==> src/rtl/fan_tach_pkg.sv <==
package fan_tach_pkg;

    localparam int CNT_W = 16;

    typedef enum logic [1:0] {
        ADDR_CTRL   = 2'd0,
        ADDR_STATUS = 2'd1,
        ADDR_LO     = 2'd2,
        ADDR_HI     = 2'd3
    } reg_addr_e;

    typedef struct packed {
        logic       ien_tog;
        logic       ien_rdy;
        logic       ien_ool;
        logic [1:0] span_sel;
        logic       ref_mode;
        logic       filt_en;
        logic       enable;
    } ctrl_t;

    typedef struct packed {
        logic tog;
        logic rdy;
        logic ool;
    } stat_t;

    function automatic logic [3:0] span_periods(input logic [1:0] sel);
        return 4'd1 << sel;
    endfunction

    function automatic logic [CNT_W-1:0] sat_inc(input logic [CNT_W-1:0] v, input logic inc);
        logic [CNT_W:0] sum;
        sum = {1'b0, v} + {{CNT_W{1'b0}}, inc};
        return sum[CNT_W] ? {CNT_W{1'b1}} : sum[CNT_W-1:0];
    endfunction

endpackage

==> src/rtl/fan_tach_input.sv <==
module fan_tach_input #(
    parameter int SYNC_STAGES = 2,
    parameter int FILT_DEPTH  = 3
) (
    input  logic clk,
    input  logic rst,
    input  logic tach_i,
    input  logic tick_i,
    input  logic filt_en_i,
    output logic rise_o,
    output logic toggle_o
);
    logic [SYNC_STAGES-1:0] sync_q;
    logic [FILT_DEPTH-1:0]  hist_q;
    logic                   lvl_q, prev_q, lvl_d, raw;

    assign raw = sync_q[SYNC_STAGES-1];

    always_comb begin
        lvl_d = raw;
        if (filt_en_i) begin
            if (&hist_q)       lvl_d = 1'b1;
            else if (~|hist_q) lvl_d = 1'b0;
            else               lvl_d = lvl_q;
        end
    end

    always_ff @(posedge clk) begin
        if (rst) begin
            sync_q <= '0;
            hist_q <= '0;
            lvl_q  <= 1'b0;
            prev_q <= 1'b0;
        end else begin
            sync_q <= {sync_q[SYNC_STAGES-2:0], tach_i};
            if (tick_i) hist_q <= {hist_q[FILT_DEPTH-2:0], raw};
            lvl_q  <= lvl_d;
            prev_q <= lvl_q;
        end
    end

    assign rise_o   = lvl_q & ~prev_q;
    assign toggle_o = lvl_q ^ prev_q;
endmodule

==> src/rtl/fan_tach_counter.sv <==
module fan_tach_counter
    import fan_tach_pkg::*;
#(
    parameter int WINDOW_TICKS = 256
) (
    input  logic             clk,
    input  logic             rst,
    input  logic             enable_i,
    input  logic             ref_mode_i,
    input  logic [1:0]       span_sel_i,
    input  logic             tick_i,
    input  logic             rise_i,
    output logic             done_o,
    output logic [CNT_W-1:0] value_o
);
    localparam int WIN_W = (WINDOW_TICKS > 2) ? $clog2(WINDOW_TICKS) : 1;
    localparam logic [WIN_W-1:0] WIN_LAST = WIN_W'(WINDOW_TICKS - 1);

    logic             armed_q;
    logic [3:0]       edges_q;
    logic [WIN_W-1:0] win_q;
    logic [CNT_W-1:0] cnt_q, tick_sum, edge_sum;

    assign tick_sum = sat_inc(cnt_q, tick_i);
    assign edge_sum = sat_inc(cnt_q, rise_i);

    always_ff @(posedge clk) begin
        if (rst) begin
            armed_q <= 1'b0;
            edges_q <= '0;
            win_q   <= '0;
            cnt_q   <= '0;
            done_o  <= 1'b0;
            value_o <= '0;
        end else if (!enable_i) begin
            armed_q <= 1'b0;
            edges_q <= '0;
            win_q   <= '0;
            cnt_q   <= '0;
            done_o  <= 1'b0;
        end else begin
            done_o <= 1'b0;
            if (ref_mode_i) begin
                if (rise_i) begin
                    if (!armed_q) begin
                        armed_q <= 1'b1;
                        edges_q <= '0;
                        cnt_q   <= '0;
                    end else if (edges_q + 4'd1 == span_periods(span_sel_i)) begin
                        done_o  <= 1'b1;
                        value_o <= tick_sum;
                        edges_q <= '0;
                        cnt_q   <= '0;
                    end else begin
                        edges_q <= edges_q + 4'd1;
                        cnt_q   <= tick_sum;
                    end
                end else if (armed_q) begin
                    cnt_q <= tick_sum;
                end
            end else begin
                if (tick_i && win_q == WIN_LAST) begin
                    done_o  <= 1'b1;
                    value_o <= edge_sum;
                    win_q   <= '0;
                    cnt_q   <= '0;
                end else begin
                    if (tick_i) win_q <= win_q + 1'b1;
                    cnt_q <= edge_sum;
                end
            end
        end
    end
endmodule

==> src/rtl/fan_tach_regs.sv <==
module fan_tach_regs
    import fan_tach_pkg::*;
(
    input  logic             clk,
    input  logic             rst,
    input  logic             bus_wr,
    input  logic [1:0]       bus_addr,
    input  logic [15:0]      bus_wdata,
    output logic [31:0]      bus_rdata,
    input  logic             done_i,
    input  logic [CNT_W-1:0] value_i,
    input  logic             toggle_i,
    output ctrl_t            ctrl_o,
    output stat_t            stat_o,
    output logic [CNT_W-1:0] result_o,
    output logic [15:0]      lim_lo_o,
    output logic [15:0]      lim_hi_o,
    output logic             irq_o
);
    stat_t set_v, clr_v;
    logic  out_of_window;

    assign out_of_window = (value_i < lim_lo_o) || (value_i > lim_hi_o);
    assign set_v = '{tog: toggle_i, rdy: done_i, ool: done_i & out_of_window};
    assign clr_v = (bus_wr && bus_addr == ADDR_STATUS) ? stat_t'(bus_wdata[2:0]) : stat_t'(3'b000);

    always_ff @(posedge clk) begin
        if (rst) begin
            ctrl_o   <= '0;
            stat_o   <= '0;
            result_o <= '0;
            lim_lo_o <= 16'h0000;
            lim_hi_o <= 16'hFFFF;
        end else begin
            stat_o <= (stat_o & ~clr_v) | set_v;
            if (done_i) result_o <= value_i;
            if (bus_wr) begin
                case (bus_addr)
                    ADDR_CTRL: ctrl_o   <= ctrl_t'(bus_wdata[7:0]);
                    ADDR_LO:   lim_lo_o <= bus_wdata;
                    ADDR_HI:   lim_hi_o <= bus_wdata;
                    default:   ;
                endcase
            end
        end
    end

    always_comb begin
        case (bus_addr)
            ADDR_CTRL:   bus_rdata = {result_o, 8'h00, ctrl_o};
            ADDR_STATUS: bus_rdata = {29'd0, stat_o};
            ADDR_LO:     bus_rdata = {16'd0, lim_lo_o};
            default:     bus_rdata = {16'd0, lim_hi_o};
        endcase
    end

    assign irq_o = |(stat_o & {ctrl_o.ien_tog, ctrl_o.ien_rdy, ctrl_o.ien_ool});
endmodule

==> src/rtl/fan_tach_meter.sv <==
module fan_tach_meter
    import fan_tach_pkg::*;
#(
    parameter int WINDOW_TICKS = 256,
    parameter int SYNC_STAGES  = 2,
    parameter int FILT_DEPTH   = 3
) (
    input  logic        clk,
    input  logic        rst,
    input  logic        ref_tick,
    input  logic        tach_in,
    input  logic        bus_wr,
    input  logic [1:0]  bus_addr,
    input  logic [15:0] bus_wdata,
    output logic [31:0] bus_rdata,
    output logic        irq
);
    ctrl_t            ctrl;
    stat_t            stat;
    logic             rise, toggle, done;
    logic [CNT_W-1:0] value, result;
    logic [15:0]      lim_lo, lim_hi;

    fan_tach_input #(.SYNC_STAGES(SYNC_STAGES), .FILT_DEPTH(FILT_DEPTH)) u_input (
        .clk(clk), .rst(rst), .tach_i(tach_in), .tick_i(ref_tick),
        .filt_en_i(ctrl.filt_en), .rise_o(rise), .toggle_o(toggle)
    );

    fan_tach_counter #(.WINDOW_TICKS(WINDOW_TICKS)) u_counter (
        .clk(clk), .rst(rst), .enable_i(ctrl.enable), .ref_mode_i(ctrl.ref_mode),
        .span_sel_i(ctrl.span_sel), .tick_i(ref_tick), .rise_i(rise),
        .done_o(done), .value_o(value)
    );

    fan_tach_regs u_regs (
        .clk(clk), .rst(rst), .bus_wr(bus_wr), .bus_addr(bus_addr),
        .bus_wdata(bus_wdata), .bus_rdata(bus_rdata), .done_i(done),
        .value_i(value), .toggle_i(toggle), .ctrl_o(ctrl), .stat_o(stat),
        .result_o(result), .lim_lo_o(lim_lo), .lim_hi_o(lim_hi), .irq_o(irq)
    );
endmodule

==> config.mk <==
export PLATFORM = sky130hd
export DESIGN_NAME = fan_tach_meter
export DESIGN_NICKNAME = d
export VERILOG_FILES = /design/src/rtl/fan_tach_pkg.sv /design/src/rtl/fan_tach_input.sv /design/src/rtl/fan_tach_counter.sv /design/src/rtl/fan_tach_regs.sv /design/src/rtl/fan_tach_meter.sv
export SDC_FILE = /design/constraint.sdc
export NUM_CORES = 1
export LEC_CHECK = 0
export ABC_AREA = 1
export BUFFER_PORTS_ARGS = -buffer_cell sky130_fd_sc_hd__buf_2
export CORE_ASPECT_RATIO = 1.25
export CORE_MARGIN = 1.5
export CORE_UTILIZATION = 30
export CTS_BUF_LIST = sky130_fd_sc_hd__clkbuf_4
export CTS_CLUSTER_SIZE = 12
export DETAILED_ROUTE_END_ITERATION = 8
export PLACE_DENSITY = 0.46
export SLEW_MARGIN = 10
export SYNTH_ARGS = -nofsm -noshare
export SYNTH_HDL_FRONTEND = slang
export SYNTH_HIERARCHICAL = 1
export SYNTH_SLANG_ARGS = --single-unit
==> constraint.sdc <==
create_clock -name clk -period 1.75 [get_ports clk]
set_input_delay 0.2625 -clock clk [delete_from_list [all_inputs] [get_ports clk]]
set_output_delay 0.2625 -clock clk [all_outputs]
set_load 0.01 [all_outputs]
==> Yosys cells after proc, flatten, opt, wreduce, memory -nomap -nowiden <==
Cells that the tools add are included.
{ "word_totals": {"wordCells": 93, "out_inout_bits": 33, "rom_bits": 0, "input_bits": 23, "ram_bits": 0, "latchBits": 0, "n_memories": 0, "regBits": 112} }
{ "classes": {"n_bitwise": 10, "div_mod_pow": 0, "n_reduce_logical": 16, "muxes": 27, "addsub": 4, "n_mul": 0, "eq_ne": 10, "n_shift": 1, "magnitude_cmp": 2} }
{ "ops": {"columns": ["operator", "count"], "rows": [
  ["16-bit 2-to-1 mux", 13],
  ["32-bit one-hot mux with 3 select lines", 1],
  ["16-bit by 1-bit adder with 17-bit output", 2],
  ["16-bit greater-than comparator", 1],
  ["16-bit less-than comparator", 1],
  ["8-bit 2-to-1 mux", 2],
  ["2-bit AND reduction", 5],
  ["8-bit by 1-bit adder with 8-bit output, second input constant", 1],
  ["8-bit == test, second input constant", 1],
  ["1-bit 2-to-1 mux", 8],
  ["4-bit 2-to-1 mux", 2],
  ["3-bit bitwise AND", 2],
  ["2-bit != test, second input constant", 3],
  ["3-bit != test, second input constant", 2],
  ["3-bit OR reduction", 2],
  ["5-bit AND reduction", 1],
  ["4-bit by 1-bit adder with 4-bit output, second input constant", 1],
  ["2-bit == test, second input constant", 2],
  ["4-bit == test", 1],
  ["2-bit nonzero test", 2],
  ["1-bit by 2-bit << shifter with 4-bit output, first input constant", 1],
  ["3-bit 2-to-1 mux", 1],
  ["1-bit NOT", 3],
  ["3-bit NOT", 1],
  ["9 further kinds", 11]
]} }

==> Depth between registers and ports, before layout <==
Gate-level depths: netlist (run 1).
{ "logic_depth": {"depth_word": 6, "depth_mapped": 15, "depth_no_buf": 15} }

==> Hierarchy <==
The synthesis (run 1) kept the hierarchy.
{ "by_module_without_submodules": {"columns": ["mod", "cells_each", "seq_area_each_um2", "area_per_inst_um2", "n_inst"], "rows": [
  ["fan_tach_counter", 560, 920.9, 3299.4, 1],
  ["fan_tach_regs", 427, 1181.1, 3181.8, 1],
  ["fan_tach_input", 34, 140.1, 264.0, 1]
]} }

==> Worst setup path before layout (run 1) <==
Ideal clock, no wire load.
{ "synth_timing": {"path_type": "reg-to-reg", "startpoint": "register u_input.lvl_q", "endpoint": "register u_counter.cnt_q[14]", "arrival_ns": 1.781, "setup_time_ns": 0.070, "n_path_buf": 1, "path_stages_with_launch": 13, "setup_slack_ns": -0.101, "synth_period_minus_slack_ns": 1.851, "required_time_ns": 1.680, "path_cell_list": "dfxtp_1 ha_1 ha_1 ha_1 inv_1 nor2_2 nand4_4 buf_6 nand3_1 nand3_1 nand2_1 inv_1 a21oi_1"} }
{ "synth_between": {"elab_chain_len": 5, "word_cells_on_any_way": 7, "classes_between": "add/sub: 1; eq/ne: 1; mux: 4; bitwise: 1"} }
{ "synth_lines": {"columns": ["element", "line_no", "rtl"], "rows": [
  ["from (decl)", "fan_tach_input.sv:15", "logic lvl_q, prev_q, lvl_d, raw;"],
  ["from (signal assigned)", "fan_tach_input.sv:37", "lvl_q <= lvl_d;"],
  ["1-bit bitwise AND (*)", "fan_tach_input.sv:42", "assign rise_o = lvl_q & ~prev_q;"],
  ["named net rise", "fan_tach_meter.sv:20", "logic rise, toggle, done;"],
  ["16-bit by 1-bit adder with 17-bit output", "fan_tach_pkg.sv:34", "sum = {1'b0, v} + {{CNT_W{1'b0}}, inc};"],
  ["16-bit 2-to-1 mux", "fan_tach_pkg.sv:35", "return sum[CNT_W] ? {CNT_W{1'b1}} : sum[CNT_W-1:0];"],
  ["16-bit 2-to-1 mux", "fan_tach_counter.sv:62", "if (tick_i && win_q == WIN_LAST) begin"],
  ["16-bit 2-to-1 mux", "fan_tach_counter.sv:43", "if (ref_mode_i) begin"],
  ["to (signal assigned)", "fan_tach_counter.sv:56", "cnt_q <= tick_sum;"],
  ["to (signal assigned)", "fan_tach_counter.sv:59", "cnt_q <= tick_sum;"],
  ["to (signal assigned)", "fan_tach_counter.sv:69", "cnt_q <= edge_sum;"],
  ["to (decl)", "fan_tach_counter.sv:22", "logic [CNT_W-1:0] cnt_q, tick_sum, edge_sum;"]
]} }
Mark *: on every way through the listed nets, which the timed path passes. The rest lies on a longest branch.
A chain may end at the register's enable or synchronous reset.

==> Worst setup path in the final report (run 1) <==
{ "layout_timing": {"startpoint": "register u_input.prev_q", "endpoint": "register u_counter.value_o[6]"} }
{ "layout_between": {"elab_chain_len": 6, "word_cells_on_any_way": 8, "classes_between": "add/sub: 1; eq/ne: 1; mux: 3; bitwise: 2; reduce/logical: 1"} }
{ "layout_lines": {"columns": ["element", "line_no", "rtl"], "rows": [
  ["from (decl)", "fan_tach_input.sv:15", null],
  ["from (signal assigned)", "fan_tach_input.sv:38", "prev_q <= lvl_q;"],
  ["1-bit NOT (*)", "fan_tach_input.sv:42", null],
  ["1-bit bitwise AND (*)", "fan_tach_input.sv:42", null],
  ["named net rise", "fan_tach_meter.sv:20", null],
  ["16-bit by 1-bit adder with 17-bit output", "fan_tach_pkg.sv:34", null],
  ["16-bit 2-to-1 mux", "fan_tach_pkg.sv:35", null],
  ["16-bit 2-to-1 mux", "fan_tach_counter.sv:62", null],
  ["16-bit 2-to-1 mux", "fan_tach_counter.sv:43", null],
  ["to (signal assigned)", "fan_tach_counter.sv:51", "value_o <= tick_sum;"],
  ["to (signal assigned)", "fan_tach_counter.sv:64", "value_o <= edge_sum;"],
  ["to (decl)", "fan_tach_counter.sv:14", "output logic [CNT_W-1:0] value_o"]
]} }
Mark *: on every way through the listed nets, which the timed path passes. The rest lies on a longest branch. The select of a mux whose other input is x is not followed.

==> results of run 1 <==
logic make-up (layout without fill, tap and decap cells):
group / count (synthesis) / after routing / synth area share, %
AND/OR/NAND/NOR: 461 / 461 / 29.9
AO/OA/AOI/OAI: 219 / 219 / 17.2
flip-flops: 112 / 112 / 33.2
buffers and inverters: 182 / 325 / 11.4
other: 0 / 2 / 0
adder cells (fa/ha/maj): 38 / 38 / 7.05
XOR/XNOR: 9 / 9 / 1.17
state kept, by name, summed over array words and instances, names as in the netlist:
signal / cells
u_counter/cnt_q: 16
u_counter/value_o: 16
u_regs/lim_hi_o: 16
u_regs/lim_lo_o: 16
u_regs/result_o: 16
u_counter/win_q: 8
u_regs/ctrl_o: 8
u_counter/edges_q: 4
u_input/hist_q: 3
u_regs/stat_o: 3
u_input/sync_q: 2
u_counter/armed_q: 1
u_counter/done_o: 1
u_input/lvl_q: 1
u_input/prev_q: 1
cell usage in the layout, fill, tap and decap left out, types with 5 or more instances in the layout:
cell / Yosys / final
o22ai_1: 8 / 8
nand4_1: 14 / 14
inv_2: 4 / 7
o221ai_1: 5 / 5
nand3_4: 0 / 5
buf_12: 0 / 10
o21ai_0: 69 / 63
a21oi_1: 102 / 99
buf_4: 4 / 79
clkbuf_4: 0 / 10
nor2_2: 5 / 6
nand3_1: 66 / 53
o21ai_1: 26 / 30
nor3_1: 6 / 5
nor2_4: 5 / 8
dfxtp_1: 112 / 100
buf_2: 9 / 55
nand2_1: 236 / 222
ha_1: 38 / 35
dfxtp_2: 0 / 10
nand3_2: 1 / 9
a21oi_2: 3 / 6
nor2_1: 109 / 105
nand3b_1: 7 / 7
clkinv_1: 1 / 5
dlygate4sd3_1: 0 / 17
nand2_2: 5 / 16
inv_1: 138 / 135
xnor2_1: 5 / 5
cell type report:
type | instances | area share, %
timing repair buffer | 165 | 15.2
inverter | 144 | 6.34
clock inverter | 6 | 0.585
clock buffer | 10 | 0.877
multi-input combinational | 727 | 46.4
tap | 283 | 4.14
antenna | 2 | 0.0585
sequential | 112 | 26.4
layer usage:
metal	wire length, um	GRT usage [%]
met1	9270	21.6
met4	529	6.73
met2	10300	32.9
met5	0	0
met3	565	2.96
stage by stage:
step	hold slack, ns	std cells	TNS [ns]
after floorplan	0.334	1021	0
after global placement	0.402	1404	-5.05
after detailed placement	0.404	1404	-5.77
after CTS	0.00646	1440	-2.22
after global routing	0.0144	1449	-5.87
final	0.0487	1449	-1.86
critical path: stages (launching register included):
cell and delay [ns]:
dfxtp_2 0.36, inv_2 0.06, ha_4 0.13, ha_4 0.16, ha_4 0.16, inv_2 0.04
nor2_4 0.14, nand2_1 0.14, nand2_1 0.10, nand2_1 0.08, nand2_4 0.08, nand2_1 0.04
nand2_1 0.08, nand3b_1 0.11, nand2_1 0.05, nor2_1 0.11
what timing repair did:
item	4_1_cts	5_1_grt
hold buffers	17	0
endpoints found under the setup margin	34	37
cloned	0	1
pin swaps	13	34
buffers inserted	3	6
hold endpoints to repair	34	0
gates resized for setup	32	45
final timing paths:
check                                                         end
worst max-delay path            u_counter/value_o[6]$_SDFFE_PP0P_
worst min-delay path                  u_regs/stat_o[2]$_SDFF_PP0_
worst max register to register  u_counter/value_o[6]$_SDFFE_PP0P_
worst min register to register       u_input/sync_q[1]$_SDFF_PP0_
power groups by stage:
| stage | Clock (W) | Combinational, W | Sequential (W) |
|---|---|---|---|
| finish | 0.00132 | 0.000652 | 0.00265 |
| global placement | 0 | 0.000603 | 0.00270 |
| CTS | 0.00141 | 0.000640 | 0.00265 |
| floorplan | 0 | 0.000368 | 0.00269 |
| global route | 0.00150 | 0.000732 | 0.00266 |
| detailed placement | 0 | 0.000606 | 0.00270 |
==> impl_metrics.env, run 1 <==
export IMPL_drive_above_1_share_pct=21.3
export IMPL_routed_wl_mm=20.7
export IMPL_core_um2=22100
export IMPL_gr_total_overflow=0
export IMPL_p_switching_w=0.00131
export IMPL_worstRegToRegCells=15
export IMPL_fillers=2412
export IMPL_tightest_slew_ns=0.488
export IMPL_dpl_cell_area_um2=7900
export IMPL_outcome="finished with violations"
export IMPL_cts_made_buffers=9
export IMPL_path_clk_slew_ns=0.18
export IMPL_rsz0062_at_grt="yes"
export IMPL_seqCellArea_um2=2260
export IMPL_synth_top_cell_area_share_pct=33.2
export IMPL_initial_core_util_pct=30.5
export IMPL_num_vias=6785
export IMPL_power_per_cell_area_nw_per_um2=539
export IMPL_grtUsageTotal_pct=18.3
export IMPL_arrival_ns=2.36
export IMPL_p_int_w=0.00330
export IMPL_grt_max_degree=41
export IMPL_synth_area_top_cells="dfxtp_1 33%, nand2_1 13%, inv_1 7.7%, a21oi_1 7.6%, ha_1 7.0%"
export IMPL_syn2layout_area_growth_pct=26.9
export IMPL_yosys_register_bits=112
export IMPL_yosysMostFrequentCell="nand2_1"
export IMPL_clock_fmax_ghz=0.528
export IMPL_ys_flop_type="dfxtp_1"
export IMPL_leakagePower_nw=4.08
export IMPL_cp_data_required_time_ns=2.21
export IMPL_io_pins=56
export IMPL_ant_nets=0
export IMPL_critPathMaxFanout=3
export IMPL_pre_cts_ws_ns=-0.286
export IMPL_combPwrFrac_pct=14.1
export IMPL_clock_skew_ns=0.0245
export IMPL_synthTopCellsByCount="236 x nand2_1, 138 x inv_1, 112 x dfxtp_1, 109 x nor2_1, 102 x a21oi_1"
export IMPL_grt_pass1_wl_mm=33.0
export IMPL_io_buffers=55
export IMPL_die_w_um=137
export IMPL_dieArea_um2=23400
export IMPL_holdPathStages=2
export IMPL_cp_startpoint="u_input/prev_q$_SDFF_PP0_"
export IMPL_nets=1220
export IMPL_critPathCaptureType="flop"
export IMPL_maxCapViolCount=0
export IMPL_timing_rr_start="u_input/prev_q$_SDFF_PP0_"
export IMPL_switching_share_pct=28.5
export IMPL_yosysTopAreaCell="dfxtp_1"
export IMPL_period_minus_slack_ns=1.90
export IMPL_power_w=0.00461
export IMPL_ys_seq_area_share_pct=33.2
export IMPL_drc_errors=0
export IMPL_via_per_inst=4.68
export IMPL_die_y_um=171
export IMPL_setup_slack_ns=-0.145
export IMPL_design_area_um2=8560
export IMPL_report_final_slew_viol_count=0
export IMPL_setup_viol=29
export IMPL_p_seq_share_pct=57.3
export IMPL_detail_route_first_pass_iterations=5
export IMPL_hpwl_mm=15.4
export IMPL_cts_sinks=112
export IMPL_clock_latency_ns=0.51
export IMPL_violations="negative setup slack"
export IMPL_multi_input_area_um2=3970
export IMPL_syn_instance_count=1021
export IMPL_hold_class="in -> reg"
export IMPL_worstSetupPathType="reg -> reg"
export IMPL_cts_tree="done"
export IMPL_syn_area_per_cell_um2=6.61
export IMPL_root_buffer="clkbuf_4"
export IMPL_syn_cell_area_um2=6750
export IMPL_synth_edff_count=0
export IMPL_postSynth_asyncResetShare_pct=0
export IMPL_clk_path_buf_depth=2
export IMPL_finalHoldViolations=0
export IMPL_first_iter_violations=277
export IMPL_min_from="rst"
export IMPL_final_util_pct=38.7
export IMPL_power_share_clock_pct=28.5
export IMPL_rrSetupSlack_ns=-0.15
export IMPL_yosysWarnings=6
export IMPL_place_congestion=0.880
export IMPL_startpoint_type="flop"
export IMPL_synth_cell_types=43
export IMPL_wire_per_inst_um=14.3
export IMPL_ir_drop_mv=0.383
export IMPL_max_slew_margin_rel_pct=67.4
export IMPL_htree_levels=3
export IMPL_antenna_found_initial=1
export IMPL_synthesis_nets=1082
export IMPL_period_share_pct=108
export IMPL_grt_pass1_vias=6438
export IMPL_rows=61
Note: power is estimated with default switching activity, not from simulation.
==> run 2, diff against run 1 <==
RECOVER_POWER = 25   (was default)
SLEW_MARGIN = default   (was 10)
==> run 2 against run 1 <==
The run still ends with negative setup slack left. Clock skew hardly changed. Hold slack better by 0.0020 ns. Worst setup slack gained 0.0072 ns. Sequential share of layout area grew 0.062 points. Total power shrank 0.25%. Flip-flop and latch count unchanged. Die area unchanged. Non-clock buffer count did not move. Critical path type unchanged. Largest power group unchanged.
==> impl_metrics.env, run 2 (synthesis gave the netlist of run 1 again) <==
export IMPL_worstSetupPathType="reg -> reg"
export IMPL_detail_route_first_pass_iterations=4
export IMPL_syn2layout_area_growth_pct=26.6
export IMPL_die_w_um=137
export IMPL_setup_viol=29
export IMPL_setup_slack_ns=-0.138
export IMPL_clock_fmax_ghz=0.530
export IMPL_initial_core_util_pct=30.5
export IMPL_rows=61
export IMPL_multi_input_area_um2=3970
export IMPL_cp_data_required_time_ns=2.21
export IMPL_rrSetupSlack_ns=-0.14
export IMPL_cts_sinks=112
export IMPL_wl_met2_mm=10.4
export IMPL_period_share_pct=108
export IMPL_met1Wirelength_mm=9.25
export IMPL_root_buffer="clkbuf_4"
export IMPL_placedCellCount=1404
export IMPL_final_common_cell="nand2_1"
export IMPL_leakagePower_nw=4.07
export IMPL_power_per_cell_area_nw_per_um2=539
export IMPL_r2r_end="u_counter/value_o[6]$_SDFFE_PP0P_"
export IMPL_path_clk_slew_ns=0.18
export IMPL_clock_skew_ns=0.0249
export IMPL_grt_pass1_wl_mm=33.0
export IMPL_critPathCaptureType="flop"
export IMPL_finalSetupTns_ns=-1.90
export IMPL_core_um2=22100
export IMPL_tightest_slew_ns=1.13
export IMPL_ant_nets=0
export IMPL_arrival_ns=2.35
export IMPL_min_from="rst"
export IMPL_final_util_pct=38.6
export IMPL_grt_max_degree=41
export IMPL_routed_wl_mm=20.7
export IMPL_final_cell_mix="222 x nand2_1, 135 x inv_1, 106 x nor2_1"
export IMPL_fillers=2417
export IMPL_ir_drop_mv=0.383
export IMPL_drive_above_1_share_pct=21.0
export IMPL_clock_latency_ns=0.51
export IMPL_grt_pass1_vias=6438
export IMPL_report_final_slew_viol_count=0
export IMPL_hpwl_mm=15.4
export IMPL_die_y_um=171
export IMPL_timing_rr_start="u_input/prev_q$_SDFF_PP0_"
export IMPL_drc_errors=0
export IMPL_seqCellArea_um2=2260
export IMPL_io_pins=56
export IMPL_period_minus_slack_ns=1.89
export IMPL_met3_length_um=537
export IMPL_grtUsageTotal_pct=18.3
export IMPL_whs_endpoint="u_regs/stat_o[2]$_SDFF_PP0_"
export IMPL_cts_made_buffers=9
export IMPL_outcome="finished with violations"
export IMPL_dr_max_layer_used="met4"
export IMPL_wire_per_inst_um=14.3
export IMPL_htree_levels=3
export IMPL_dieArea_um2=23400
export IMPL_holdPathStages=2
export IMPL_maxCapViolCount=0
export IMPL_rsz0062_at_grt="yes"
export IMPL_startpoint_type="flop"
export IMPL_violations="negative setup slack"
export IMPL_clk_path_buf_depth=2
export IMPL_worstRegToRegCells=15
export IMPL_nets=1220
export IMPL_num_vias=6780
export IMPL_max_slew_margin_rel_pct=24.6
export IMPL_cts_tree="done"
export IMPL_place_congestion=0.880
export IMPL_gr_total_overflow=0
export IMPL_first_iter_violations=278
export IMPL_finalHoldViolations=0
export IMPL_hold_worst_slack_ns=0.0506
export IMPL_hold_class="in -> reg"
export IMPL_via_per_inst=4.68
export IMPL_critPathMaxFanout=3
export IMPL_antenna_found_initial=1
export IMPL_fin_cells=1449
export IMPL_io_buffers=55
run 2: changes by cell type in the layout (fill, tap and decap cells not counted), sizes merged:
| cell | change |
|---|---|
| clkbuf | +2 |
| buf | -2 |
run 2: worst max-delay path by stage:
stage | startpoint | end | slack, ns | cells past startpoint
6_report | u_input/prev_q$_SDFF_PP0_ | u_counter/value_o[6]$_SDFFE_PP0P_ | -0.14 | 15
5_1_grt | u_input/prev_q$_SDFF_PP0_ | u_counter/value_o[5]$_SDFFE_PP0P_ | -0.26 | 14
4_1_cts | u_input/prev_q$_SDFF_PP0_ | u_counter/cnt_q[12]$_SDFFE_PP0P_ | -0.15 | 13
3_5_place_dp | u_input/prev_q$_SDFF_PP0_ | u_counter/value_o[4]$_SDFFE_PP0P_ | -0.29 | 13
3_3_place_gp | u_input/prev_q$_SDFF_PP0_ | u_counter/value_o[4]$_SDFFE_PP0P_ | -0.25 | 13
2_1_floorplan | u_input/prev_q$_SDFF_PP0_ | u_counter/cnt_q[14]$_SDFFE_PP0P_ | 0.002 | 13
run 2: metal layers:
metal	track usage, %	vias to the layer above
met3	2.96	34
met5	0	-
met4	6.73	0
li1	-	3596
met1	21.6	3062
met2	32.9	88
run 2: where the power goes:
part	leakage [nW]	internal (W)	total [W]	switching (W)
combinational	3.08	0.000252	0.000647	0.000394
clock	0.0703	0.000433	0.00131	0.000878
sequential	0.915	0.00261	0.00265	0.0000343
total	4.07	0.00330	0.00460	0.00131
run 2: area by class of cell:
type / instances / share of cell area [%]
clock buffers: 10 / 0.879
clock inverters: 6 / 0.586
multi-input cells: 727 / 46.5
diodes: 2 / 0.0586
well taps: 283 / 4.15
flip-flops and latches: 112 / 26.5
inverters: 144 / 6.36
repair buffers: 165 / 15.0
run 2: through the flow:
| step | setup slack, ns | area (um2) | total power [W] |
|---|---|---|---|
| floorplan | 0.00217 | 6770 | 0.00306 |
| global placement | -0.254 | 7900 | 0.00330 |
| detailed placement | -0.286 | 7900 | 0.00330 |
| CTS | -0.146 | 8340 | 0.00469 |
| global route | -0.265 | 8540 | 0.00488 |
| finish | -0.138 | 8540 | 0.00460 |
run 2: what timing repair did:
item / in CTS / in global routing
resized for setup: 32 / 45
gates cloned: 0 / 1
hold buffers: 17 / 0
endpoints found under the setup margin: 34 / 37
endpoints found under the hold margin: 34 / 0
buffers inserted: 3 / 6
pin swaps: 13 / 34
run 2: critical path, stage by stage, from the launching register on:
cell and delay, ns:
dfxtp_2 0.36, inv_2 0.06, ha_4 0.13, ha_4 0.16, ha_4 0.16, inv_2 0.04
nor2_4 0.14, nand2_1 0.14, nand2_1 0.10, nand2_1 0.08, nand2_4 0.08, nand2_1 0.04
nand2_1 0.08, nand3b_1 0.11, nand2_1 0.05, nor2_1 0.10
==> run 3, diff against run 2 <==
SYNTH_HIERARCHICAL = default   (was 1)
==> run 3 against run 2 <==
The run still ends with negative setup slack left. Clock skew up 0.0022 ns. Sequential share of layout area up 0.45 points. Total power up 2.7%. Routed wire length down 2.3%. Synthesized area down 3.6%. Synthesized cell count down 5.0%. Global-route usage up 0.054 points. Maximum frequency up 1.3%. Non-clock buffer count down 5. Worst setup slack better by 0.025 ns. Count of clock-buffer cells in the layout down 1.
==> impl_metrics.env, run 3 <==
export IMPL_outcome="finished with violations"
export IMPL_violations="negative setup slack"
export IMPL_drc_errors=0
export IMPL_cp_data_required_time_ns=2.20
export IMPL_cts_sinks=112
export IMPL_top_usage_layer="met2"
export IMPL_critPathCaptureType="flop"
export IMPL_setup_slack_ns=-0.114
export IMPL_via_per_inst=4.77
export IMPL_maxCapViolCount=0
export IMPL_critPathMaxFanout=7
export IMPL_htree_levels=3
export IMPL_synth_area_top_cells="dfxtp_1 34%, nand2_1 13%, a21oi_1 8.2%, o21ai_0 7.5%, ha_1 7.3%"
export IMPL_met2_usage_pct=33.1
export IMPL_period_minus_slack_ns=1.86
export IMPL_max_slew_margin_rel_pct=65.4
export IMPL_synth_edff_count=0
export IMPL_finalHoldViolations=0
export IMPL_grt_use_met3_pct=2.33
export IMPL_yosysMostFrequentCell="nand2_1"
export IMPL_num_vias=6606
export IMPL_final_common_cell="nand2_1"
export IMPL_gr_total_overflow=0
export IMPL_synth_cell_types=38
export IMPL_synthTopCellsByCount="220 x nand2_1, 116 x inv_1, 112 x dfxtp_1, 106 x a21oi_1, 98 x nor2_1"
export IMPL_yosys_register_bits=112
export IMPL_path_clk_slew_ns=0.21
export IMPL_power_per_cell_area_nw_per_um2=563
export IMPL_grt_pass1_wl_mm=32.9
export IMPL_syn_cell_area_um2=6500
export IMPL_core_um2=21400
export IMPL_rows=60
export IMPL_hpwl_mm=15.2
export IMPL_setup_viol=23
export IMPL_ant_nets=0
export IMPL_io_pins=56
export IMPL_final_util_pct=39.2
export IMPL_clock_fmax_ghz=0.537
export IMPL_first_iter_violations=407
export IMPL_worstSetupPathType="reg -> reg"
export IMPL_ys_seq_area_share_pct=34.5
export IMPL_rrSetupSlack_ns=-0.11
export IMPL_yosysTopAreaCell="dfxtp_1"
export IMPL_clock_latency_ns=0.52
export IMPL_clk_path_buf_depth=2
export IMPL_arrival_ns=2.32
export IMPL_grtUsageTotal_pct=18.4
export IMPL_ir_drop_mv=0.318
export IMPL_routed_wl_mm=20.2
export IMPL_root_buffer="clkbuf_4"
export IMPL_grt_util_met1_pct=22.4
export IMPL_die_y_um=168
export IMPL_wire_per_inst_um=14.6
export IMPL_clock_skew_ns=0.0271
export IMPL_nets=1161
export IMPL_dieArea_um2=22600
export IMPL_hold_class="in -> reg"
export IMPL_grt_pass1_vias=6406
export IMPL_antenna_found_initial=1
export IMPL_syn_area_per_cell_um2=6.70
export IMPL_leakagePower_nw=3.89
export IMPL_grt_max_degree=33
export IMPL_finalSetupTns_ns=-1.20
export IMPL_tightest_slew_ns=0.518
export IMPL_drive_above_1_share_pct=24.0
export IMPL_cts_tree="done"
export IMPL_ys_flop_type="dfxtp_1"
export IMPL_startpoint_type="flop"
export IMPL_yosysWarnings=0
export IMPL_die_w_um=135
export IMPL_report_final_slew_viol_count=0
export IMPL_synthesis_nets=1031
export IMPL_period_share_pct=106
export IMPL_syn_instance_count=970
export IMPL_initial_core_util_pct=30.4
export IMPL_rsz0062_at_grt="yes"
export IMPL_place_congestion=0.862
export IMPL_syn2layout_area_growth_pct=29.0
export IMPL_postSynth_asyncResetShare_pct=0
export IMPL_detail_route_first_pass_iterations=5
export IMPL_cts_made_buffers=9
export IMPL_synth_top_cell_area_share_pct=34.5
export IMPL_final_cell_mix="203 x nand2_1, 111 x inv_1, 100 x dfxtp_1"
export IMPL_io_buffers=55
## run 3: changes by cell type in the layout (fill, tap and decap cells not counted), moves of 4 or more
cell / delta
o21ai_0: +27
o21ai_1: -26
inv_1: -24
nand2_1: -19
nor2_1: -19
nand3_1: -11
nor2_2: +8
xor2_1: +8
nand2_2: +7
nand3b_1: -6
nand3_2: +4
nor2_4: -4
## run 3: repair_timing
item | CTS | global route
resized for setup | 24 | 76
setup endpoints to repair | 35 | 40
hold buffers | 17 | 0
setup buffers | 4 | 4
endpoints found under the hold margin | 21 | 0
pin swaps | 11 | 22
## run 3: per-stage QoR
| step | hold WS, ns | setup WS, ns | total power, W | cell area, um2 | instances |
|---|---|---|---|---|---|
| 2_1_floorplan | 0.357 | -0.0133 | 0.00301 | 6550 | 970 |
| 3_3_place_gp | 0.403 | -0.199 | 0.00324 | 7640 | 1343 |
| 3_5_place_dp | 0.404 | -0.161 | 0.00324 | 7640 | 1343 |
| 4_1_cts | 0.00167 | -0.0941 | 0.00476 | 8060 | 1380 |
| 5_1_grt | 0.0121 | -0.217 | 0.00496 | 8390 | 1385 |
| 6_report | 0.0386 | -0.114 | 0.00473 | 8390 | 1385 |
## run 3: area by class of cell
class | instances | area (um2)
diodes | 1 | 2.50
clock buffers | 9 | 67.6
clock inverters | 7 | 92.6
fillers | 2299 | 13000
inverters | 120 | 453
multi-input cells | 697 | 3970
flip-flops and latches | 112 | 2260
well taps | 279 | 349
repair buffers | 160 | 1190
## run 3: worst paths after layout
check	startpoint	to	depth (start not counted)
hold / removal	bus_wr	u_regs.lim_lo_o[0]$_SDFFE_PP0P_	3
setup reg to reg	u_input.prev_q$_SDFF_PP0_	u_counter.value_o[5]$_SDFFE_PP0P_	13
hold reg to reg	u_input.sync_q[0]$_SDFF_PP0_	u_input.sync_q[1]$_SDFF_PP0_	2
setup / recovery	u_input.prev_q$_SDFF_PP0_	u_counter.value_o[5]$_SDFFE_PP0P_	13
## run 3: cells by family (layout without fill, tap and decap cells)
logic type	count (synthesis)	in the layout	synth area share, %
simple gates	420	420	28.1
compound gates	223	223	17.9
buf+inv	161	296	10.1
flops	112	112	34.5
fa+ha+maj	38	38	7.31
xor+xnor	16	16	2.15
other cells	0	1	0
## run 3: worst max-delay path: stages (launching register included)
cell	delay, ns
dfxtp_2	0.35
inv_2	0.06
ha_4	0.14
ha_4	0.14
ha_4	0.14
nand3_4	0.09
nor2_4	0.18
nand3_4	0.14
buf_12	0.18
nand2_2	0.07
nand2_1	0.05
nand2_1	0.07
nand3_2	0.07
a21oi_1	0.13
## run 3: layer usage
layer,vias up,part of all wire (%)
met1,3050,45
met3,28,2.7
met5,-,0
met2,103,50
li1,3425,-
met4,0,2.2
## run 3: report_power, final
| part | switching (W) | total (W) | internal, W |
|---|---|---|---|
| combinational | 0.000369 | 0.000605 | 0.000236 |
| clock | 0.00101 | 0.00148 | 0.000468 |
| sequential | 0.0000303 | 0.00264 | 0.00261 |
| total | 0.00141 | 0.00473 | 0.00332 |
